===== src/rtl/tmr_pkg.sv =====
package tmr_pkg;
  // Bit positions inside a channel control byte.
  localparam int FLAG_B = 7;
  localparam int IE_B   = 6;
  localparam int MB_B   = 5;
  localparam int MA_B   = 4;
  localparam int EL_LSB = 0;

  // Edge/action select: capture edge or compare action, by operation.
  typedef enum logic [1:0] {
    EL_OFF      = 2'b00,
    EL_RISE_TOG = 2'b01,
    EL_FALL_CLR = 2'b10,
    EL_BOTH_SET = 2'b11
  } el_t;

  typedef struct packed {
    logic flag;
    logic ie;
    logic mb;
    logic ma;
    el_t  el;
  } ctrl_f_t;
endpackage


===== src/rtl/tmr_counter.sv =====
module tmr_counter #(
  parameter int CNT_W = 16
) (
  input  logic             clk,
  input  logic             rst_n,
  input  logic             stop_i,
  input  logic             clr_i,
  output logic [CNT_W-1:0] cnt_o,
  output logic             run_o,
  output logic             ovf_o
);
  logic [CNT_W-1:0] cnt_q, cnt_d;

  always_comb begin
    run_o = ~stop_i & ~clr_i;
    ovf_o = run_o & (cnt_q == {CNT_W{1'b1}});
    cnt_d = cnt_q;
    if (clr_i)      cnt_d = '0;
    else if (run_o) cnt_d = cnt_q + 1'b1;
  end

  always_ff @(posedge clk or negedge rst_n) begin
    if (!rst_n) cnt_q <= '0;
    else        cnt_q <= cnt_d;
  end

  assign cnt_o = cnt_q;

  assert_cnt_clear_R1: assert property (@(posedge clk) disable iff (!rst_n)
    clr_i |=> (cnt_q == '0));
  assert_cnt_hold_R1: assert property (@(posedge clk) disable iff (!rst_n)
    (stop_i && !clr_i) |=> $stable(cnt_q));
endmodule


===== src/rtl/tmr_cmpbuf.sv =====
module tmr_cmpbuf #(
  parameter int CNT_W = 16
) (
  input  logic             clk,
  input  logic             rst_n,
  input  logic             wr0_i,
  input  logic             wr1_i,
  input  logic [CNT_W-1:0] val0_i,
  input  logic [CNT_W-1:0] val1_i,
  input  logic             cnt_clr_i,
  input  logic             cnt_ovf_i,
  output logic [CNT_W-1:0] act_o
);
  logic             sel_q, sel_d;
  logic [CNT_W-1:0] act_q, act_d;
  logic             load;

  always_comb begin
    sel_d = sel_q;
    if (wr1_i)      sel_d = 1'b1;
    else if (wr0_i) sel_d = 1'b0;
    load  = cnt_clr_i | cnt_ovf_i;
    act_d = act_q;
    if (load) act_d = sel_q ? val1_i : val0_i;
  end

  always_ff @(posedge clk or negedge rst_n) begin
    if (!rst_n) begin
      sel_q <= 1'b0;
      act_q <= '0;
    end else begin
      sel_q <= sel_d;
      act_q <= act_d;
    end
  end

  assign act_o = act_q;

  assert_act_update_R10: assert property (@(posedge clk) disable iff (!rst_n)
    !$stable(act_q) |-> $past(cnt_clr_i || cnt_ovf_i));
endmodule


===== src/rtl/tmr_channel.sv =====
module tmr_channel
  import tmr_pkg::*;
#(
  parameter int CNT_W  = 16,
  parameter bit HAS_MB = 1'b0
) (
  input  logic             clk,
  input  logic             rst_n,
  input  logic             en_i,
  input  logic [CNT_W-1:0] cnt_i,
  input  logic             cnt_run_i,
  input  logic             cnt_ovf_i,
  input  logic             ctrl_wr_i,
  input  logic             ctrl_rd_i,
  input  ctrl_f_t          ctrl_wf_i,
  input  logic             val_wr_i,
  input  logic [CNT_W-1:0] val_wd_i,
  input  logic [CNT_W-1:0] cmp_i,
  output logic [7:0]       ctrl_o,
  output logic [CNT_W-1:0] val_o,
  input  logic             pin_i,
  output logic             pin_o,
  output logic             pin_oe_o,
  output logic             irq_o
);
  logic flag_q, flag_d, ie_q, ie_d, mb_q, mb_d, ma_q, ma_d;
  logic armed_q, armed_d, out_q, out_d;
  el_t  el_q, el_d;
  logic [CNT_W-1:0] val_q, val_d;
  logic sync1_q, sync2_q, prev_q;

  el_t  el_e;
  logic ie_e, mb_e, ma_e, flag_e, wr_ok;
  logic linked, cap_mode, cmp_mode, rise, fall, cap_hit, match, evt;

  // Effective fields: a disabled channel behaves as fully reset.
  always_comb begin
    el_e   = en_i ? el_q : EL_OFF;
    ie_e   = en_i & ie_q;
    ma_e   = en_i & ma_q;
    mb_e   = en_i & HAS_MB & mb_q;
    flag_e = en_i & flag_q;
    wr_ok  = ctrl_wr_i & en_i;

    linked   = (el_e != EL_OFF);
    cap_mode = linked & ~ma_e & ~mb_e;
    cmp_mode = linked & (ma_e | mb_e);
    rise     = sync2_q & ~prev_q;
    fall     = ~sync2_q & prev_q;
    cap_hit  = cap_mode & ((el_e[0] & rise) | (el_e[1] & fall));
    match    = cmp_mode & cnt_run_i & (cnt_i == cmp_i);
    evt      = cap_hit | match;
  end

  // Control fields and flag interlock.
  always_comb begin
    ie_d  = ie_q;
    mb_d  = mb_q;
    ma_d  = ma_q;
    el_d  = el_q;
    if (wr_ok) begin
      ie_d = ctrl_wf_i.ie;
      mb_d = HAS_MB & ctrl_wf_i.mb;
      ma_d = ctrl_wf_i.ma;
      el_d = ctrl_wf_i.el;
    end

    flag_d = flag_q;
    if (evt)                                   flag_d = 1'b1;
    else if (wr_ok && armed_q && !ctrl_wf_i.flag) flag_d = 1'b0;

    armed_d = armed_q;
    if (evt || wr_ok)                          armed_d = 1'b0;
    else if (ctrl_rd_i && en_i && flag_q)      armed_d = 1'b1;
  end

  // Value register and output level.
  always_comb begin
    val_d = val_q;
    if (cap_hit)       val_d = cnt_i;
    else if (val_wr_i) val_d = val_wd_i;

    out_d = out_q;
    if (!linked) begin
      out_d = ~ma_e;
    end else if (cmp_mode) begin
      if (match) begin
        case (el_e)
          EL_RISE_TOG: out_d = ~out_q;
          EL_FALL_CLR: out_d = 1'b0;
          EL_BOTH_SET: out_d = 1'b1;
          default:     out_d = out_q;
        endcase
      end else if (cnt_ovf_i) begin
        if (el_e == EL_FALL_CLR)      out_d = 1'b1;
        else if (el_e == EL_BOTH_SET) out_d = 1'b0;
      end
    end
  end

  always_ff @(posedge clk or negedge rst_n) begin
    if (!rst_n) begin
      flag_q  <= 1'b0;
      ie_q    <= 1'b0;
      mb_q    <= 1'b0;
      ma_q    <= 1'b0;
      el_q    <= EL_OFF;
      armed_q <= 1'b0;
      out_q   <= 1'b0;
      val_q   <= '0;
      sync1_q <= 1'b0;
      sync2_q <= 1'b0;
      prev_q  <= 1'b0;
    end else begin
      flag_q  <= flag_d;
      ie_q    <= ie_d;
      mb_q    <= mb_d;
      ma_q    <= ma_d;
      el_q    <= el_d;
      armed_q <= armed_d;
      out_q   <= out_d;
      val_q   <= val_d;
      sync1_q <= pin_i;
      sync2_q <= sync1_q;
      prev_q  <= sync2_q;
    end
  end

  assign ctrl_o   = {flag_e, ie_e, mb_e, ma_e, 2'b00, el_e};
  assign val_o    = val_q;
  assign pin_o    = out_q;
  assign pin_oe_o = cmp_mode;
  assign irq_o    = flag_e & ie_e;

  // the flag only rises after a capture or a compare match.
  assert_flag_rise_R6: assert property (@(posedge clk) disable iff (!rst_n)
    $rose(flag_q) |-> $past(cap_hit || match));
  assert_flag_clear_R4: assert property (@(posedge clk) disable iff (!rst_n)
    $fell(flag_q) |-> $past(ctrl_wr_i && en_i && armed_q && !ctrl_wf_i.flag));
  assert_capture_no_drive_R3: assert property (@(posedge clk) disable iff (!rst_n)
    cap_mode |-> !pin_oe_o);
  assert_disabled_quiet_R9: assert property (@(posedge clk) disable iff (!rst_n)
    !en_i |-> (!pin_oe_o && !irq_o && (ctrl_o == 8'h00)));
endmodule


===== src/rtl/tmr_pair.sv =====
module tmr_pair
  import tmr_pkg::*;
#(
  parameter int CNT_W  = 16,
  parameter int ADDR_W = 3
) (
  input  logic              clk,
  input  logic              rst_n,
  input  logic              cnt_stop,
  input  logic              cnt_clr,
  input  logic              bus_wr,
  input  logic              bus_rd,
  input  logic [ADDR_W-1:0] bus_addr,
  input  logic [CNT_W-1:0]  bus_wdata,
  output logic [CNT_W-1:0]  bus_rdata,
  input  logic [1:0]        pin_i,
  output logic [1:0]        pin_o,
  output logic [1:0]        pin_oe,
  output logic [1:0]        irq
);
  localparam int NCH = 2;
  localparam logic [ADDR_W-1:0] CNT_ADDR = ADDR_W'(2 * NCH);

  logic rst_m_q, rst_s_q;
  always_ff @(posedge clk or negedge rst_n) begin
    if (!rst_n) begin
      rst_m_q <= 1'b0;
      rst_s_q <= 1'b0;
    end else begin
      rst_m_q <= 1'b1;
      rst_s_q <= rst_m_q;
    end
  end

  logic [CNT_W-1:0] cnt, act_cmp;
  logic             cnt_run, cnt_ovf;
  ctrl_f_t          wf;
  logic [NCH-1:0]   ctrl_wr, ctrl_rd, val_wr, ch_en;
  logic [7:0]       ctrl_rd_v [NCH];
  logic [CNT_W-1:0] val_v [NCH];
  logic [CNT_W-1:0] cmp_v [NCH];
  logic             buffered;

  tmr_counter #(.CNT_W(CNT_W)) u_cnt (
    .clk(clk), .rst_n(rst_s_q), .stop_i(cnt_stop), .clr_i(cnt_clr),
    .cnt_o(cnt), .run_o(cnt_run), .ovf_o(cnt_ovf)
  );

  always_comb begin
    wf.flag = bus_wdata[FLAG_B];
    wf.ie   = bus_wdata[IE_B];
    wf.mb   = bus_wdata[MB_B];
    wf.ma   = bus_wdata[MA_B];
    wf.el   = el_t'(bus_wdata[EL_LSB +: 2]);
    buffered = ctrl_rd_v[0][MB_B];
    ch_en    = {~buffered, 1'b1};
    cmp_v[0] = buffered ? act_cmp : val_v[0];
    cmp_v[1] = val_v[1];
  end

  tmr_cmpbuf #(.CNT_W(CNT_W)) u_buf (
    .clk(clk), .rst_n(rst_s_q), .wr0_i(val_wr[0]), .wr1_i(val_wr[1]),
    .val0_i(val_v[0]), .val1_i(val_v[1]), .cnt_clr_i(cnt_clr),
    .cnt_ovf_i(cnt_ovf), .act_o(act_cmp)
  );

  for (genvar i = 0; i < NCH; i++) begin : g_ch
    assign ctrl_wr[i] = bus_wr & (bus_addr == ADDR_W'(2 * i));
    assign ctrl_rd[i] = bus_rd & (bus_addr == ADDR_W'(2 * i));
    assign val_wr[i]  = bus_wr & (bus_addr == ADDR_W'(2 * i + 1));

    tmr_channel #(.CNT_W(CNT_W), .HAS_MB(i == 0)) u_ch (
      .clk(clk), .rst_n(rst_s_q), .en_i(ch_en[i]),
      .cnt_i(cnt), .cnt_run_i(cnt_run), .cnt_ovf_i(cnt_ovf),
      .ctrl_wr_i(ctrl_wr[i]), .ctrl_rd_i(ctrl_rd[i]), .ctrl_wf_i(wf),
      .val_wr_i(val_wr[i]), .val_wd_i(bus_wdata), .cmp_i(cmp_v[i]),
      .ctrl_o(ctrl_rd_v[i]), .val_o(val_v[i]),
      .pin_i(pin_i[i]), .pin_o(pin_o[i]), .pin_oe_o(pin_oe[i]), .irq_o(irq[i])
    );
  end

  always_comb begin
    bus_rdata = '0;
    if (bus_addr == CNT_ADDR) begin
      bus_rdata = cnt;
    end else begin
      for (int i = 0; i < NCH; i++) begin
        if (bus_addr == ADDR_W'(2 * i))     bus_rdata = {{(CNT_W-8){1'b0}}, ctrl_rd_v[i]};
        if (bus_addr == ADDR_W'(2 * i + 1)) bus_rdata = val_v[i];
      end
    end
  end

  assert_irq_needs_flag_R5: assert property (@(posedge clk) disable iff (!rst_s_q)
    irq[0] |-> (ctrl_rd_v[0][FLAG_B] && ctrl_rd_v[0][IE_B]));
endmodule


===== config.mk =====
export PLATFORM = sky130hd
export DESIGN_NAME = tmr_pair
export DESIGN_NICKNAME = d
export VERILOG_FILES = /design/src/rtl/tmr_pkg.sv /design/src/rtl/tmr_counter.sv /design/src/rtl/tmr_cmpbuf.sv /design/src/rtl/tmr_channel.sv /design/src/rtl/tmr_pair.sv
export SDC_FILE = /design/constraint.sdc
export NUM_CORES = 1
export LEC_CHECK = 0
export ABC_AREA = 0
export BUFFER_PORTS_ARGS = -buffer_cell sky130_fd_sc_hd__buf_2
export CAP_MARGIN = 20
export CORE_ASPECT_RATIO = 0.8
export CORE_UTILIZATION = 48
export DETAILED_ROUTE_END_ITERATION = 12
export GPL_TIMING_DRIVEN = 1
export HOLD_SLACK_MARGIN = 0.03
export PLACE_DENSITY = 0.63
export RECOVER_POWER = 100
export SYNTH_ARGS = -nofsm -noshare
export SYNTH_HDL_FRONTEND = slang
export SYNTH_SLANG_ARGS = --single-unit

===== constraint.sdc =====
create_clock -name clk -period 3.4 [get_ports clk]
set_clock_uncertainty 0.05 [all_clocks]
set_input_delay 0.17 -clock clk [delete_from_list [all_inputs] [get_ports clk]]
set_output_delay 0.17 -clock clk [all_outputs]
set_load 0.005 [all_outputs]

==> results of run 1 <==
[cell type report]
type                       count  area, um2  share of cell area
multi-input combinational    393       2630               0.469
sequential                    88       2200               0.393
clock inverter                 3       17.5             0.00313
timing repair buffer          59        283              0.0505
inverter                      11       41.3             0.00737
clock buffer                  12        256              0.0458
tap                          140        175              0.0313
[worst register-to-register path, delay by kind of cell, from the launching register on]
kind                       cells  cell delay (ns)
AOI/OAI and AO/OA              2             0.69
adders and majority gates      1             0.28
DFF                            1             0.54
buffers and inverters          1             0.84
and+or+nand+nor                2             0.18
[what timing repair did]
item,in CTS,in global routing
resized for setup,0,0
hold buffers,3,0
setup buffers,0,0
endpoints found under the hold margin,4,0
[through the flow]
stage               power, W  instance area (um2)  hold WS (ns)   util  instances
detailed placement   0.00246                 5390       -0.0892  0.520        688
global placement     0.00241                 5390       -0.0955  0.520        688
floorplan            0.00219                 5160        -0.176      -        544
finish               0.00337                 5600        0.0361  0.541        706
CTS                  0.00339                 5700        0.0339  0.550        706
global route         0.00354                 5600        0.0623  0.541        706
[cells in the final DEF (no fill, tap or decap), drive strengths merged, types with 3 or more instances in the layout]
cell type | netlist | layout
dlygate4sd3 | 0 | 3
a31oi | 7 | 7
xor2 | 33 | 33
a211o | 3 | 3
nor2 | 34 | 34
nand2 | 74 | 74
mux2i | 81 | 81
nor2b | 3 | 3
clkbuf | 17 | 39
xnor2 | 11 | 11
a21oi | 9 | 9
nor3 | 7 | 7
o21ai | 64 | 64
mux2 | 11 | 11
inv | 11 | 11
buf | 35 | 29
nand2b | 3 | 3
nand3 | 10 | 10
dfrtp | 88 | 88
nor4 | 7 | 7
and2 | 4 | 4
nand4 | 6 | 6
a211oi | 4 | 4
[state kept, by name, indices dropped and copies added, names as in the netlist, 4 cells and up]
signal / flops
g_ch.u_ch.el_q: 4
g_ch.u_ch.val_o: 32
u_buf.act_o: 16
u_cnt.cnt_o: 16
[path summary, 6_finish.rpt]
| path | start | cells after the start | to |
|---|---|---|---|
| worst max register to register | u_cnt.cnt_o[1] | 6 | u_buf.act_o[14] |
| min in group asynchronous | rst_n | 2 | rst_m_q |
| worst min-delay path | bus_wdata[1] | 3 | g_ch[0].u_ch.el_q[1] |
| max in group asynchronous | rst_s_q | 1 | g_ch[0].u_ch.el_q[0] |
| worst max-delay path | g_ch[0].u_ch.mb_q | 5 | bus_rdata[7] |
| worst min register to register | rst_m_q | 0 | rst_s_q |
[power by group]
| group | internal (W) | switching (W) |
|---|---|---|
| sequential | 0.00128 | 0.000340 |
| clock | 0.000529 | 0.000403 |
| combinational | 0.000405 | 0.000405 |
[kinds of logic after synthesis]
| group | share of synthesized area |
|---|---|
| simple gates | 0.145 |
| compound gates | 0.104 |
| mux | 0.185 |
| flops | 0.426 |
| buf+inv | 0.0608 |
| xor+xnor | 0.0746 |
| fa+ha+maj | 0.00242 |
| other cells | 0.000726 |
[routing by layer]
| layer | vias up | track usage |
|---|---|---|
| met5 | - | 0 |
| met4 | 0 | 0.0801 |
| met3 | 19 | 0.0562 |
| met2 | 110 | 0.416 |
| met1 | 2040 | 0.352 |
| li1 | 1899 | - |
==> qor.csv, run 1 <==
stage,metric,value,unit
die,start_util,0.498,
synth,synth_edf_count,0,
die,io_pins,49,
clock_tree,path_clk_slew,0.06,ns
route,drtPass1Iterations,5,
critical_path,worst_ep_required_time,3.18,ns
place,io_buffers,48,
critical_path,crit_family,flip-flops,
route,met2_length,6.40,mm
route,maxUsedRoutingLayer,met4,
worst_hold_path,min_path_type,in -> reg,
grt,grt_pass1_vias,4014,
route,vias_per_cell,5.76,
critical_path,cp-start-kind,flip-flop,
critical_path,cpMostUsedCell,clkbuf_1,
route,vias,4068,
route,wl,13.8,mm
timing,period_minus_slack,2.77,ns
run,maxCapViolations,1,
critical_path,cp_max_fo,19,
die,dieArea,11200,um2
route,routed-wl-met3,709,um
clock_tree,cts_buffers,9,
timing,fin_tns_setup,0,ns
critical_path,cp_slowest_cell,dfrtp_1,
pwr,ir_drop,0.238,mV
synth,ys_types,45,
grt,grt.total_usage,0.259,
route,drc,0,
timing,drv_slew,77,
synth,syn-cell-area,5160,um2
clock_tree,insertion_delay,0.34,ns
synth,synth-seq-cells,88,
synth,yosysWarnings,0,
critical_path,slowest_delay,0.98,ns
die,core_area,10400,um2
finish,layout-drive-gt1-share,0.108,
synth,syn_nets,572,
synth,async_flop_share,1.00,
critical_path,crit_type,reg -> out,
clock_tree,cts_buffer_depth,2,
die,die_w,118,um
finish,nets,590,
timing,rsz0062_at_grt,no,
timing,hold_viol_final,0,
finish,diodes,0,
grt,grt_pass1_wl,22.0,mm
outcome,outcome,finished with violations,
place,place_ws,0.889,ns
clock_tree,h-tree-depth,3,
clock_tree,cts_tree,done,
outcome,violations,"capacitance limit, slew limit",
synth,ys.flop_type,dfrtp_1,
synth,seq_area_frac_synth,0.426,
pwr,p_leak,2.50,nW
synth,synth.largest_area_cell,dfrtp_1,
synth,postSynthAreaPerCell,9.49,um2
timing,slew_headroom,-0.133,
die,fp.dieH,94.8,um
route,met1_length,6.46,mm
place,dp.final_hpwl,9.37,mm
synth,synth.area.top_cells,"dfrtp_1 (43%), mux2i_1 (16%), o21ai_0 (5.7%), xor2_1 (5.6%), nand2_1 (5.4%)",
grt,antenna_found_initial,0,
place,place_congestion,0.867,
grt,grt.overflow.total,0,
clock_tree,cts_sinks,88,
critical_path,critPathBufInv,2,
synth,synthTopCellsByCount,"dfrtp_1 (88), mux2i_1 (81), nand2_1 (74), o21ai_0 (59), nor2_1 (34)",
clock_tree,root_buffer,clkbuf_16,
timing,setup_viol,0,
timing,postLayoutSetupSlackWorst,0.630,ns
timing,final.period_utilization,0.815,
critical_path,r2r_setup_slack,0.64,ns
route,drt_iter0_drc,241,
grt,grt_max_degree,77,
route,ant_nets,0,
pwr,power.density,601,nW/um2
timing,worstMarginPinSlew,1.70,ns
synth,synth_cells,544,
critical_path,arrival,2.55,ns
critical_path,cp-end-kind,output port,
timing,max_freq,361,MHz
finish,area_growth,8.53,%
die,rows,33,
synth,synth.top_cell.area_share,0.426,
synth,yosysMostFrequentCell,dfrtp_1,
route,routedWlPerCell,19.5,um
finish,fillCellCount,977,
critical_path,path_cells,clkbuf_1 > nor2b_1 > a211oi_1 > a21oi_1 > clkbuf_1,
Power figures use the tool's default switching activity.
==> run 2, diff against run 1 <==
clock period = 2.6 ns   (was 3.4 ns; I/O delays follow)
==> run 2 against run 1 <==
The flow still finishes with violations (capacitance limit, slew limit). Hold slack improved by 0.0010 ns. Flip-flop and latch count did not move. Combinational power rose by 41%. Design area rose by 1.8%. Non-clock buffer count rose by 13. Global-route usage fell by 0.42 points. Largest cell class unchanged. Largest power group unchanged. Highest routed layer unchanged.
==> qor.csv, run 2 (synthesis results as in run 1) <==
stage,metric,value,unit
clock_tree,cts_buffers,9,
critical_path,crit_type,in -> reg,
finish,postLayoutCoreUtil,0.551,
route,vias,4118,
clock_tree,cts_tree,done,
finish,layout-drive-gt1-share,0.124,
pwr,p_total,0.00433,W
timing,setup_viol,0,
finish,final_cell_mix,"dfrtp_1 (88), mux2i_1 (81), nand2_1 (74)",
route,drc,0,
critical_path,cp-end-kind,flip-flop,
outcome,violations,"capacitance limit, slew limit",
timing,final.period_utilization,0.869,
die,io_pins,49,
worst_hold_path,hold_path_startpoint,bus_wdata[12],
critical_path,cp-start-kind,primary input,
grt,grt.overflow.total,0,
pwr,intPower,0.00288,W
place,place_congestion,0.857,
finish,diodes,0,
grt,antenna_found_initial,0,
pwr,p_leak,2.56,nW
route,routedWlPerCell,18.8,um
route,drtPass1Iterations,4,
finish,nets,603,
place,place_inst,699,
timing,drv_slew,43,
clock_tree,h-tree-depth,3,
grt,grt_pass1_vias,3998,
clock_tree,cts_hold_buf,5,
finish,fillCellCount,928,
finish,finalNonFillerCells,719,
timing,fin_tns_setup,0,ns
die,core_area,10400,um2
clock_tree,path_clk_slew,0.06,ns
die,start_util,0.498,
critical_path,reg2reg_from,u_cnt.cnt_o[1],
route,ant_nets,0,
timing,rsz0062_at_grt,no,
run,maxCapViolations,1,
timing,period_minus_slack,2.26,ns
die,rows,33,
finish,largest_reg_flops,32,
clock_tree,cts_setup_buffers,0,
clock_tree,root_buffer,clkbuf_16,
outcome,outcome,finished with violations,
grt,grt_max_degree,45,
pwr,ir_drop,0.344,mV
grt,grt.total_usage,0.255,
die,die_w,118,um
die,dieArea,11200,um2
pwr,pwr-share-clk,0.262,
clock_tree,cts_buffer_depth,2,
pwr,combPwrFrac,0.263,
clock_tree,insertion_delay,0.33,ns
finish,area_growth,10.5,%
critical_path,startpoint,bus_wr,
pwr,p_seq_frac,0.475,
critical_path,arrival,2.40,ns
route,drt_iter0_drc,424,
critical_path,cp_max_fo,17,
timing,max_freq,443,MHz
timing,slew_headroom,-0.250,
place,dp.final_hpwl,9.54,mm
pwr,switching_share,0.336,
critical_path,worst_ep_required_time,2.74,ns
route,vias_per_cell,5.73,
place,io_buffers,48,
grt,grt_pass1_wl,21.9,mm
clock_tree,cts_resized,0,
die,fp.dieH,94.8,um
route,wl,13.5,mm
timing,hold_viol_final,0,
worst_hold_path,min_path_type,in -> reg,
pwr,power.density,760,nW/um2
timing,worstMarginPinSlew,1.88,ns
clock_tree,cts_sinks,88,
finish,layout_commonest_cell,dfrtp_1,
pwr,power_switching,0.00145,W
==> run 2: changes by cell type in the layout (fill, tap and decap cells not counted), sizes merged <==
cell	previous run	this run
clkbuf	39	41
dlygate4sd3	3	5
clkinv	2	1
buf	29	40
clkinvlp	1	0
==> run 2: per-stage QoR <==
| stage | worst slack (ns) | hold slack (ns) | instance area [um2] |
|---|---|---|---|
| 2_1_floorplan | 0.821 | -0.216 | 5160 |
| 3_3_place_gp | 0.452 | -0.133 | 5490 |
| 3_5_place_dp | 0.490 | -0.131 | 5490 |
| 4_1_cts | 0.449 | 0.0326 | 5790 |
| 5_1_grt | 0.200 | 0.0373 | 5710 |
| 6_report | 0.341 | 0.0371 | 5710 |
==> run 2: layer usage <==
layer | up-vias | GRT usage | share of wire
li1 | 1920 | - | -
met1 | 2072 | 0.365 | 0.49
met2 | 116 | 0.403 | 0.45
met3 | 10 | 0.0435 | 0.049
met4 | 0 | 0.0609 | 0.0076
met5 | - | 0 | 0
==> run 2: critical path, stage by stage <==
cell and delay [ns]:
dlygate4sd3_1 0.53, clkbuf_1 0.16, nand4b_1 0.11, clkbuf_1 1.07
mux2i_1 0.27, o21ai_0 0.11
==> run 2: worst paths after layout <==
path / depth (start not counted) / slack (ns) / end
min: 3 / 0.04 / g_ch[0].u_ch.val_o[12]
min reg2reg: 0 / 0.30 / g_ch[0].u_ch.sync2_q
min in group asynchronous: 2 / 0.06 / rst_m_q
max reg2reg: 6 / 0.35 / u_cnt.cnt_o[11]
max: 6 / 0.34 / g_ch[1].u_ch.val_o[3]
max in group asynchronous: 0 / 0.67 / g_ch[0].u_ch.ie_q
==> run 2: layout make-up <==
| cell class | count | area, um2 | share of cell area |
|---|---|---|---|
| tap | 140 | 175 | 0.0307 |
| inverter | 11 | 41.3 | 0.00724 |
| timing repair buffer | 72 | 395 | 0.0693 |
| multi-input combinational | 393 | 2640 | 0.463 |
| clock buffer | 14 | 244 | 0.0428 |
| sequential | 88 | 2200 | 0.386 |
| clock inverter | 1 | 5.00 | 0.000877 |
==> run 2: power groups by stage <==
stage / combinational, W / sequential (W) / clock [W]
CTS: 0.00118 / 0.00205 / 0.00116
floorplan: 0.000931 / 0.00193 / 0
global route: 0.00128 / 0.00211 / 0.00122
detailed placement: 0.00117 / 0.00207 / 0
finish: 0.00114 / 0.00206 / 0.00114
global placement: 0.00113 / 0.00207 / 0
==> run 3, diff against run 2 <==
PLACE_DENSITY = 0.67   (was 0.63)
==> run 3 against run 2 <==
The flow still finishes with violations (capacitance limit, slew limit). Count of clock-buffer cells in the layout shrank 1. Utilization is 0.39 points higher. Global-route usage increased by 0.79 points. Cell count did not move. Sequential share of layout area shrank 0.27 points. Flip-flop and latch count did not move. Highest routed layer unchanged.
==> qor.csv, run 3 (synthesis results as in run 1) <==
stage,metric,value,unit
finish,layout-drive-gt1-share,0.121,
finish,largest_reg_flops,32,
finish,nets,604,
timing,hold_viol_final,0,
pwr,power.density,760,nW/um2
critical_path,cp_max_fo,21,
clock_tree,cts_buffers,9,
finish,register_area,2200,um2
finish,area_growth,11.3,%
route,drtPass1Iterations,5,
clock_tree,root_buffer,clkbuf_16,
timing,fin_tns_setup,0,ns
clock_tree,h-tree-depth,3,
route,wl,13.5,mm
critical_path,r2r_setup_slack,0.30,ns
finish,layout_commonest_cell,dfrtp_1,
clock_tree,cts_tree,done,
route,ant_nets,0,
pwr,p_leak,2.57,nW
die,die_w,118,um
timing,final.period_utilization,0.918,
die,core_area,10400,um2
clock_tree,cts_sinks,88,
timing,slew_headroom,-0.205,
outcome,outcome,finished with violations,
grt,grt_pass1_vias,3996,
clock_tree,cts_resized,0,
timing,holdWs,0.0423,ns
grt,grt_pass1_wl,22.1,mm
place,post_dp_cell_area,5470,um2
grt,grt_max_degree,46,
timing,drv_slew,42,
run,maxCapViolations,1,
finish,finalInstanceArea,5750,um2
timing,max_freq,419,MHz
critical_path,cp-end-kind,output port,
clock_tree,insertion_delay,0.34,ns
grt,grt.total_usage,0.263,
timing,worstMarginPinSlew,1.81,ns
route,drt_iter0_drc,371,
die,dieArea,11200,um2
clock_tree,path_clk_slew,0.06,ns
finish,multiInputGateArea,2660,um2
clock_tree,cts_setup_buffers,0,
die,start_util,0.498,
finish,diodes,0,
critical_path,crit_type,in -> out,
pwr,ir_drop,0.331,mV
place,io_buffers,48,
grt,grt.overflow.total,0,
critical_path,arrival,2.21,ns
worst_hold_path,min_path_type,in -> reg,
timing,setup_viol,0,
clock_tree,cts_buffer_depth,2,
place,dp.final_hpwl,9.24,mm
finish,fillCellCount,946,
pwr,p_total,0.00437,W
timing,period_minus_slack,2.39,ns
route,routedWlPerCell,18.8,um
critical_path,cp-start-kind,primary input,
die,fp.dieH,94.8,um
die,io_pins,49,
route,vias,4056,
critical_path,worst_ep_required_time,2.42,ns
place,place_congestion,0.850,
finish,final_cell_mix,"dfrtp_1 (88), mux2i_1 (81), nand2_1 (74)",
die,rows,33,
timing,rsz0062_at_grt,no,
finish,postLayoutCoreUtil,0.555,
grt,antenna_found_initial,0,
route,drc,0,
route,vias_per_cell,5.64,
outcome,violations,"capacitance limit, slew limit",
-- run 3: worst paths after layout --
check,cells past startpoint,endpoint,start
worst max-delay path,6,bus_rdata[7],bus_addr[1]
worst min-delay path,2,g_ch[0].u_ch.el_q[0],bus_wdata[0]
worst max register to register,8,u_cnt.cnt_o[14],u_cnt.cnt_o[0]
worst min register to register,0,g_ch[1].u_ch.sync2_q,g_ch[1].u_ch.sync1_q
max in group asynchronous,0,g_ch[0].u_ch.val_o[4],rst_s_q
min in group asynchronous,2,rst_m_q,rst_n
-- run 3: through the flow --
| stage | worst slack [ns] | std cells |
|---|---|---|
| after floorplan | 0.821 | 544 |
| after detailed placement | 0.334 | 697 |
| after CTS | 0.314 | 719 |
| final | 0.214 | 719 |
| after global placement | 0.369 | 697 |
| after global routing | 0.0918 | 719 |
-- run 3: power by group --
group          total, W  internal, W  switching, W  leakage [nW]
Sequential      0.00201      0.00168      0.000330          1.12
Clock           0.00117     0.000663      0.000507         0.126
Combinational   0.00118     0.000549      0.000636          1.33
Total           0.00437      0.00289       0.00147          2.57
-- run 3: final cells by class --
class / count / share of cell area
Clock buffer: 13 / 0.0435
Inverter: 11 / 0.00718
Clock inverter: 1 / 0.000871
Timing Repair Buffer: 73 / 0.0721
Sequential cell: 88 / 0.383
Multi-Input combinational cell: 393 / 0.463
Tap cell: 140 / 0.0305
-- run 3: layer usage --
layer  vias up  global-route usage  routed length (um)
met5         -                   0                   0
met4         0              0.0940                 182
met3        13              0.0574                 726
met2       135               0.399                6120
met1      1979               0.370                6510
li1       1929                   -                   -
-- run 3: worst max-delay path, stage by stage --
cell      delay (ns)
clkbuf_2        0.44
nor2_1          0.38
and2_1          0.75
a211oi_1        0.15
a21oi_1         0.21
clkbuf_2        0.14
-- run 3: timing repair --
item,in CTS,in global routing
hold endpoints to repair,9,0
setup endpoints to repair,0,0
hold buffers,8,0
